**src/rtl/dsd_pkg.sv**
```systemverilog
package dsd_pkg;

    typedef enum logic [3:0] {
        OPC_NOP   = 4'h0,
        OPC_PUSHK = 4'h1,
        OPC_LDPIN = 4'h2,
        OPC_STPIN = 4'h3,
        OPC_M2S   = 4'h4,
        OPC_S2M   = 4'h5,
        OPC_DROPM = 4'h6,
        OPC_DROPS = 4'h7,
        OPC_ALUC  = 4'h8,
        OPC_ALUP  = 4'h9,
        OPC_STG   = 4'hA
    } opclass_e;

    typedef enum logic [3:0] {
        ALU_ADD = 4'h0,
        ALU_SUB = 4'h1,
        ALU_AND = 4'h2,
        ALU_OR  = 4'h3,
        ALU_XOR = 4'h4,
        ALU_SHL = 4'h5,
        ALU_SHR = 4'h6,
        ALU_EQ  = 4'h7,
        ALU_LT  = 4'h8
    } alusel_e;

    typedef enum logic [3:0] {
        STG_INC = 4'h0,
        STG_DEC = 4'h1,
        STG_NOT = 4'h2,
        STG_AND = 4'h3,
        STG_OR  = 4'h4,
        STG_XOR = 4'h5
    } stgsel_e;

    typedef enum logic {
        S_CLEAN = 1'b0,
        S_FAULT = 1'b1
    } ctl_state_e;

    function automatic logic [31:0] const_word(input logic [1:0] idx);
        case (idx)
            2'd0:    return 32'h0000_0000;
            2'd1:    return 32'h0000_0001;
            2'd2:    return 32'hFFFF_FFFF;
            default: return 32'h8000_0000;
        endcase
    endfunction

endpackage

```
**src/rtl/lifo_stack.sv**
```systemverilog
module lifo_stack #(
    parameter int W     = 32,
    parameter int DEPTH = 8,
    localparam int CW   = $clog2(DEPTH + 1),
    localparam int AW   = $clog2(DEPTH)
) (
    input  logic          clk,
    input  logic          rst,
    input  logic [1:0]    pop_n,
    input  logic          push_en,
    input  logic [W-1:0]  push_data,
    output logic [W-1:0]  top0,
    output logic [W-1:0]  top1,
    output logic [CW-1:0] depth
);

    logic [W-1:0]  mem [DEPTH];
    logic [CW-1:0] base;
    logic [CW-1:0] d_m1;
    logic [CW-1:0] d_m2;

    assign base = depth - CW'(pop_n);
    assign d_m1 = depth - CW'(1);
    assign d_m2 = depth - CW'(2);

    always_ff @(posedge clk) begin
        if (rst) begin
            depth <= '0;
        end else begin
            depth <= base + CW'(push_en);
            if (push_en) begin
                mem[base[AW-1:0]] <= push_data;
            end
        end
    end

    always_comb begin
        top0 = (depth >= CW'(1)) ? mem[d_m1[AW-1:0]] : '0;
        top1 = (depth >= CW'(2)) ? mem[d_m2[AW-1:0]] : '0;
    end

endmodule

```
**src/rtl/dsd_alu.sv**
```systemverilog
module dsd_alu
    import dsd_pkg::*;
#(
    parameter int W = 32
) (
    input  logic [W-1:0] a,
    input  logic [W-1:0] b,
    input  logic [3:0]   sel,
    output logic [W-1:0] res,
    output logic         known
);

    localparam int SH = $clog2(W);

    always_comb begin
        known = 1'b1;
        res   = '0;
        case (alusel_e'(sel))
            ALU_ADD: res = a + b;
            ALU_SUB: res = a - b;
            ALU_AND: res = a & b;
            ALU_OR:  res = a | b;
            ALU_XOR: res = a ^ b;
            ALU_SHL: res = a << b[SH-1:0];
            ALU_SHR: res = a >> b[SH-1:0];
            ALU_EQ:  res = W'(a == b);
            ALU_LT:  res = W'(a < b);
            default: known = 1'b0;
        endcase
    end

endmodule

```
**src/rtl/dsd_stage_alu.sv**
```systemverilog
module dsd_stage_alu
    import dsd_pkg::*;
#(
    parameter int W = 32
) (
    input  logic [W-1:0] top0,
    input  logic [W-1:0] top1,
    input  logic [3:0]   sel,
    output logic [W-1:0] res,
    output logic         binary,
    output logic         known
);

    always_comb begin
        known  = 1'b1;
        binary = 1'b0;
        res    = '0;
        case (stgsel_e'(sel))
            STG_INC: res = top0 + W'(1);
            STG_DEC: res = top0 - W'(1);
            STG_NOT: res = ~top0;
            STG_AND: begin res = top1 & top0; binary = 1'b1; end
            STG_OR:  begin res = top1 | top0; binary = 1'b1; end
            STG_XOR: begin res = top1 ^ top0; binary = 1'b1; end
            default: known = 1'b0;
        endcase
    end

endmodule

```
**src/rtl/dual_stack_domain.sv**
```systemverilog
module dual_stack_domain
    import dsd_pkg::*;
#(
    parameter int W     = 32,
    parameter int DEPTH = 8,
    parameter int NPIN  = 4,
    localparam int CW   = $clog2(DEPTH + 1),
    localparam int PW   = $clog2(NPIN)
) (
    input  logic          clk,
    input  logic          rst,
    input  logic          in_valid,
    output logic          in_ready,
    input  logic [7:0]    in_op,
    output logic [W-1:0]  main_top,
    output logic [CW-1:0] main_depth,
    output logic [W-1:0]  stage_top,
    output logic [CW-1:0] stage_depth,
    output logic          fault
);

    ctl_state_e state, state_nx;

    logic [3:0]    opc_raw;
    logic [3:0]    sub;
    logic [W-1:0]  m_t0, m_t1, s_t0, s_t1;
    logic [W-1:0]  alu_res, stg_res;
    logic          alu_known, stg_known, stg_bin;
    logic [W-1:0]  pins [NPIN];
    logic [PW-1:0] pidx;

    logic [1:0]    m_pop, s_pop;
    logic          m_push, s_push;
    logic [W-1:0]  m_wd, s_wd;
    logic          pin_we, act, legal, fire, bad;

    assign opc_raw  = in_op[7:4];
    assign sub      = in_op[3:0];
    assign pidx     = sub[PW-1:0];
    assign in_ready = 1'b1;

    dsd_alu #(.W(W)) u_alu (
        .a     (m_t1),
        .b     (m_t0),
        .sel   (sub),
        .res   (alu_res),
        .known (alu_known)
    );

    dsd_stage_alu #(.W(W)) u_salu (
        .top0   (s_t0),
        .top1   (s_t1),
        .sel    (sub),
        .res    (stg_res),
        .binary (stg_bin),
        .known  (stg_known)
    );

    // Decode: what the instruction would do and whether the stack bounds allow it
    always_comb begin
        m_pop  = 2'd0;
        s_pop  = 2'd0;
        m_push = 1'b0;
        s_push = 1'b0;
        m_wd   = '0;
        s_wd   = '0;
        pin_we = 1'b0;
        act    = 1'b1;
        legal  = 1'b1;
        case (opc_raw)
            OPC_PUSHK: begin
                m_push = 1'b1;
                m_wd   = W'(const_word(sub[1:0]));
                legal  = main_depth < CW'(DEPTH);
            end
            OPC_LDPIN: begin
                m_push = 1'b1;
                m_wd   = pins[pidx];
                legal  = main_depth < CW'(DEPTH);
            end
            OPC_STPIN: begin
                m_pop  = 2'd1;
                pin_we = 1'b1;
                legal  = main_depth >= CW'(1);
            end
            OPC_M2S: begin
                m_pop  = 2'd1;
                s_push = 1'b1;
                s_wd   = m_t0;
                legal  = (main_depth >= CW'(1)) && (stage_depth < CW'(DEPTH));
            end
            OPC_S2M: begin
                s_pop  = 2'd1;
                m_push = 1'b1;
                m_wd   = s_t0;
                legal  = (stage_depth >= CW'(1)) && (main_depth < CW'(DEPTH));
            end
            OPC_DROPM: begin
                m_pop  = 2'd1;
                legal  = main_depth >= CW'(1);
            end
            OPC_DROPS: begin
                s_pop  = 2'd1;
                legal  = stage_depth >= CW'(1);
            end
            OPC_ALUC: begin
                act    = alu_known;
                m_pop  = 2'd2;
                m_push = 1'b1;
                m_wd   = alu_res;
                legal  = main_depth >= CW'(2);
            end
            OPC_ALUP: begin
                act    = alu_known;
                m_push = 1'b1;
                m_wd   = alu_res;
                legal  = (main_depth >= CW'(2)) && (main_depth < CW'(DEPTH));
            end
            OPC_STG: begin
                act    = stg_known;
                s_pop  = stg_bin ? 2'd2 : 2'd1;
                s_push = 1'b1;
                s_wd   = stg_res;
                legal  = stg_bin ? (stage_depth >= CW'(2)) : (stage_depth >= CW'(1));
            end
            default: act = 1'b0;
        endcase
    end

    assign fire = in_valid && act && legal;
    assign bad  = in_valid && act && !legal;

    lifo_stack #(.W(W), .DEPTH(DEPTH)) u_main (
        .clk       (clk),
        .rst       (rst),
        .pop_n     (fire ? m_pop : 2'd0),
        .push_en   (fire && m_push),
        .push_data (m_wd),
        .top0      (m_t0),
        .top1      (m_t1),
        .depth     (main_depth)
    );

    lifo_stack #(.W(W), .DEPTH(DEPTH)) u_stage (
        .clk       (clk),
        .rst       (rst),
        .pop_n     (fire ? s_pop : 2'd0),
        .push_en   (fire && s_push),
        .push_data (s_wd),
        .top0      (s_t0),
        .top1      (s_t1),
        .depth     (stage_depth)
    );

    always_ff @(posedge clk) begin
        if (rst) begin
            for (int i = 0; i < NPIN; i++) begin
                pins[i] <= '0;
            end
        end else if (fire && pin_we) begin
            pins[pidx] <= m_t0;
        end
    end

    // Controller state register
    always_ff @(posedge clk) begin
        if (rst) begin
            state <= S_CLEAN;
        end else begin
            state <= state_nx;
        end
    end

    always_comb begin
        state_nx = state;
        unique case (state)
            S_CLEAN: if (bad) state_nx = S_FAULT;
            S_FAULT: state_nx = S_FAULT;
        endcase
    end

    // Controller outputs
    always_comb begin
        unique case (state)
            S_CLEAN: fault = 1'b0;
            S_FAULT: fault = 1'b1;
        endcase
    end

    assign main_top  = m_t0;
    assign stage_top = s_t0;

endmodule

```
**config.mk**
```make
export PLATFORM = sky130hd
export DESIGN_NAME = dual_stack_domain
export DESIGN_NICKNAME = d
export VERILOG_FILES = /design/src/rtl/dsd_pkg.sv /design/src/rtl/lifo_stack.sv /design/src/rtl/dsd_alu.sv /design/src/rtl/dsd_stage_alu.sv /design/src/rtl/dual_stack_domain.sv
export SDC_FILE = /design/constraint.sdc
export NUM_CORES = 2
export LEC_CHECK = 0
export BUFFER_PORTS_ARGS = -buffer_cell sky130_fd_sc_hd__buf_2
export CAP_MARGIN = 40
export CORE_MARGIN = 1.5
export CORE_UTILIZATION = 60
export DETAILED_ROUTE_END_ITERATION = 12
export PLACE_DENSITY = 0.79
export SKIP_CTS_REPAIR_TIMING = 1
export SLEW_MARGIN = 20
export SYNTH_ARGS = -nofsm -noshare
export SYNTH_HDL_FRONTEND = slang
export SYNTH_SLANG_ARGS = --single-unit
```
**constraint.sdc**
```tcl
create_clock -name clk -period 17.3 [get_ports clk]
set_clock_uncertainty 0.2 [all_clocks]
set_input_delay 3.46 -clock clk [delete_from_list [all_inputs] [get_ports clk]]
set_output_delay 3.46 -clock clk [all_outputs]
set_load 0.005 [all_outputs]
```
==> flow_metrics.tcl <==
set metrics [dict create \
    fp.dieH_um 269 \
    grt_pass1_wl_mm 219 \
    min_to "state$_SDFF_PP0_" \
    cp_top_family "compound AO/OA/AOI/OAI gates" \
    cellLeakagePower_nw 17.8 \
    pre_cts_slack_ns 7.58 \
    fin_ws_ns 8.08 \
    min_path_type "reg -> reg" \
    fin_crit_sh 0.533 \
    synth.area.top_cells "edfxtp_1 45%, mux4_2 13%, ha_1 6.1%" \
    fin_area_um2 46500 \
    viasPerCell 7.33 \
    antenna_found_initial 5 \
    place_hpwl_mm 105 \
    yosysWarningCount 0 \
    crit_fanout 38 \
    ys.flop_type "edfxtp_1" \
    wl_per_cell_um 33.2 \
    synth.distinct_cells 105 \
    ys_seq_area_frac 0.456 \
    seqPwrFrac 0.422 \
    insertion_delay_ns 0.65 \
    cts_buffer_depth 3 \
    via_count 33700 \
    finalSetupViolCount 0 \
    overflow 0 \
    ios 85 \
    required_ns 17.40 \
    crit_path_frequent_cell "buf_4" \
    gp_congestion 1.01 \
    worstReg2RegStart "u_main.depth[0]$_SDFF_PP0_" \
    r2r_slack_ns 9.19 \
    drtPass1Iterations 6 \
    arrival_ns 9.32 \
    chipWidth_um 269 \
    synth_top_area_frac 0.452 \
    status "finished, final reports clean" \
    sw_frac_of_total 0.310 \
    final_common_cell "edfxtp_1" \
    dieArea_um2 72500 \
    cts_root_buf "clkbuf_16" \
    min-delay-start "state$_SDFF_PP0_" \
    p_sw_w 0.00128 \
    synth_area_leader_cell "edfxtp_1" \
    syn_nets 3776 \
    pwr-share-clk 0.352 \
    cts_tree "yes" \
    cpPeakStageDelay_ns 0.71 \
    maxSlewViolCount 0 \
    reg2reg_to "u_main.mem[5][23]$_DFFE_PP_" \
    p_comb_frac 0.226 \
    tightest_slew_ns 1.08 \
    grt_max_degree 110 \
    cap_violations 0 \
    grt.total_usage 0.416 \
    worst_hold_slack_ns 0.416 \
    ys_seq_elements 649 \
    area_delta_synth_final_pct 9.24 \
    grt_pass1_vias 31800 \
    tns_ns 0 \
    p_per_area_nw_per_um2 88.7 \
    ant_nets 0 \
    power.internal_w 0.00284 \
    avgSynthCellArea_um2 12.0 \
    synth_area_um2 42500 \
    finalNetCount 3828 \
    crit_type "in -> reg" \
    min_period_ns 9.22 \
    drive_gt1_frac 0.190 \
    fmax_mhz 108 \
    ir_drop_v 0.0000915 \
    synth_edf_count 640 \
    drc 0 \
    hold_violations 0 \
    ys_async_sr_fraction 0 \
    cp-end-kind "flip-flop" \
    h-tree-depth 3 \
    start_util 0.606 \
    hold_path_depth 2 \
    dpl_cell_area_um2 44100 \
    clk_pin_slew_ns 0.10 \
    syn_inst 3554 \
    rows 97 \
    final_cell_mix "640 x edfxtp_1, 407 x nand2_1, 287 x nor2_1" \
    core-area_um2 70100 \
    slowest_stage "a211oi_1" \
    slew_headroom 0.281 \
    cp_cell_sequence "buf_2 -> buf_4 -> ha_1 -> nand2_1 -> buf_4 -> inv_2 -> buf_4 -> ha_1 -> and3_1 -> a31o_2 -> a21oi_1 -> o31ai_1 -> a211oi_1 -> nor4b_1 -> o41ai_1 -> nand2_1 -> o21ai_0" \
    reg2reg_depth 15 \
    portBuffers 83 \
    crit_path_start_kind "primary input" \
    cts_sinks 649 \
    rsz0062_at_grt "no" \
    crit_buf_inv 5 \
    drt-total-wl_mm 153 \
    cts_buffers 67 \
    drt_iter0_drc 6186 \
    postLayoutCoreUtil 0.662 \
]
## registers in the layout, summed over array words and instances (netlist names)
signal,cells
u_main.mem,256
u_main.depth,4
u_stage.depth,4
u_stage.mem,256
pins,128
state,1
## synth_stat cells (all sizes together) (13+ instances only)
cell    count
or3        13
a21oi     185
ha        206
o21ai     142
nor3       39
nor2      298
o21bai     30
a221oi     39
mux4      278
nand2b     27
a21o       33
mux2       48
clkbuf    141
and3       17
xnor2      36
edfxtp    640
nand3      31
nand2     409
a22oi      41
mux2i     165
o22ai      58
o221ai     39
a211oi     33
a31oi      15
o211ai     33
inv       193
buf       101
nor2b      19
a22o       26
and2       21
## worst reg2reg max path: stages, from the launching register on
cell and delay [ns]:
dfxtp_4 0.75, inv_1 0.18, ha_2 0.65, buf_4 0.67, mux4_2 0.44, mux2_2 0.34, nand2_1 0.64, ha_1 0.45
a211oi_1 0.39, o21ai_0 0.32, a311oi_1 0.79, and2_1 0.29, o2111ai_1 0.26, and3_1 0.28, o32ai_1 0.58, a22oi_1 0.48
## cell families (layout without fill, tap and decap cells)
| family | Yosys count | after routing | synth area share |
|---|---|---|---|
| AOI/OAI and AO/OA | 807 | 807 | 0.131 |
| xor gates and xnor gates | 46 | 46 | 0.00965 |
| adders and majority gates | 211 | 211 | 0.0630 |
| buffers and inverters | 436 | 538 | 0.0473 |
| DFF | 649 | 649 | 0.456 |
| muxes | 491 | 491 | 0.201 |
| other | 1 | 6 | 0.0000882 |
| and+or+nand+nor | 913 | 913 | 0.0925 |
## stage by stage
| stage | cells | power, W |
|---|---|---|
| 6_report | 4601 | 0.00412 |
| 5_1_grt | 4597 | 0.00421 |
| 4_1_cts | 4577 | 0.00408 |
| 3_5_place_dp | 4458 | 0.00265 |
| 3_3_place_gp | 4425 | 0.00263 |
| 2_1_floorplan | 3554 | 0.00234 |
## worst max-delay path by stage
stage,start,endpoint,slack (ns),cells past startpoint
floorplan,in_op[1],u_main.mem[5][0]$_DFFE_PP_,7.17,17
global placement,in_op[0],pins[0][19]$_SDFFCE_PN0P_,7.23,16
detailed placement,in_op[0],pins[1][11]$_SDFFCE_PN0P_,7.58,16
CTS,in_op[0],pins[1][2]$_SDFFCE_PN0P_,8.15,16
global route,in_op[0],u_stage.mem[5][28]$_DFFE_PP_,7.73,17
finish,in_op[0],u_stage.mem[5][28]$_DFFE_PP_,8.08,17
## final cells by class
class,instances,area (um^2)
Antenna cell,5,12.5
Clock buffer,86,1790
Clock inverter,33,369
Fill cell,5048,23700
Inverter,193,734
Multi-Input combinational cell,2469,21300
Sequential cell,649,19400
Tap cell,940,1180
Timing Repair Buffer,226,1650
## routing by layer
metal	GRT usage	share of wire	vias up
met2	0.591	0.42	2777
met1	0.581	0.38	16700
met5	0	0.000092	-
met3	0.127	0.14	454
li1	-	-	13800
met4	0.208	0.058	2
## power groups by stage
stage / Clock [W] / Sequential [W] / Combinational, W
finish: 0.00145 / 0.00174 / 0.000931
global route: 0.00151 / 0.00174 / 0.000961
detailed placement: 0 / 0.00177 / 0.000874
CTS: 0.00146 / 0.00174 / 0.000881
global placement: 0 / 0.00177 / 0.000863
floorplan: 0 / 0.00176 / 0.000578
No activity file was read; power rests on OpenSTA's default activity.
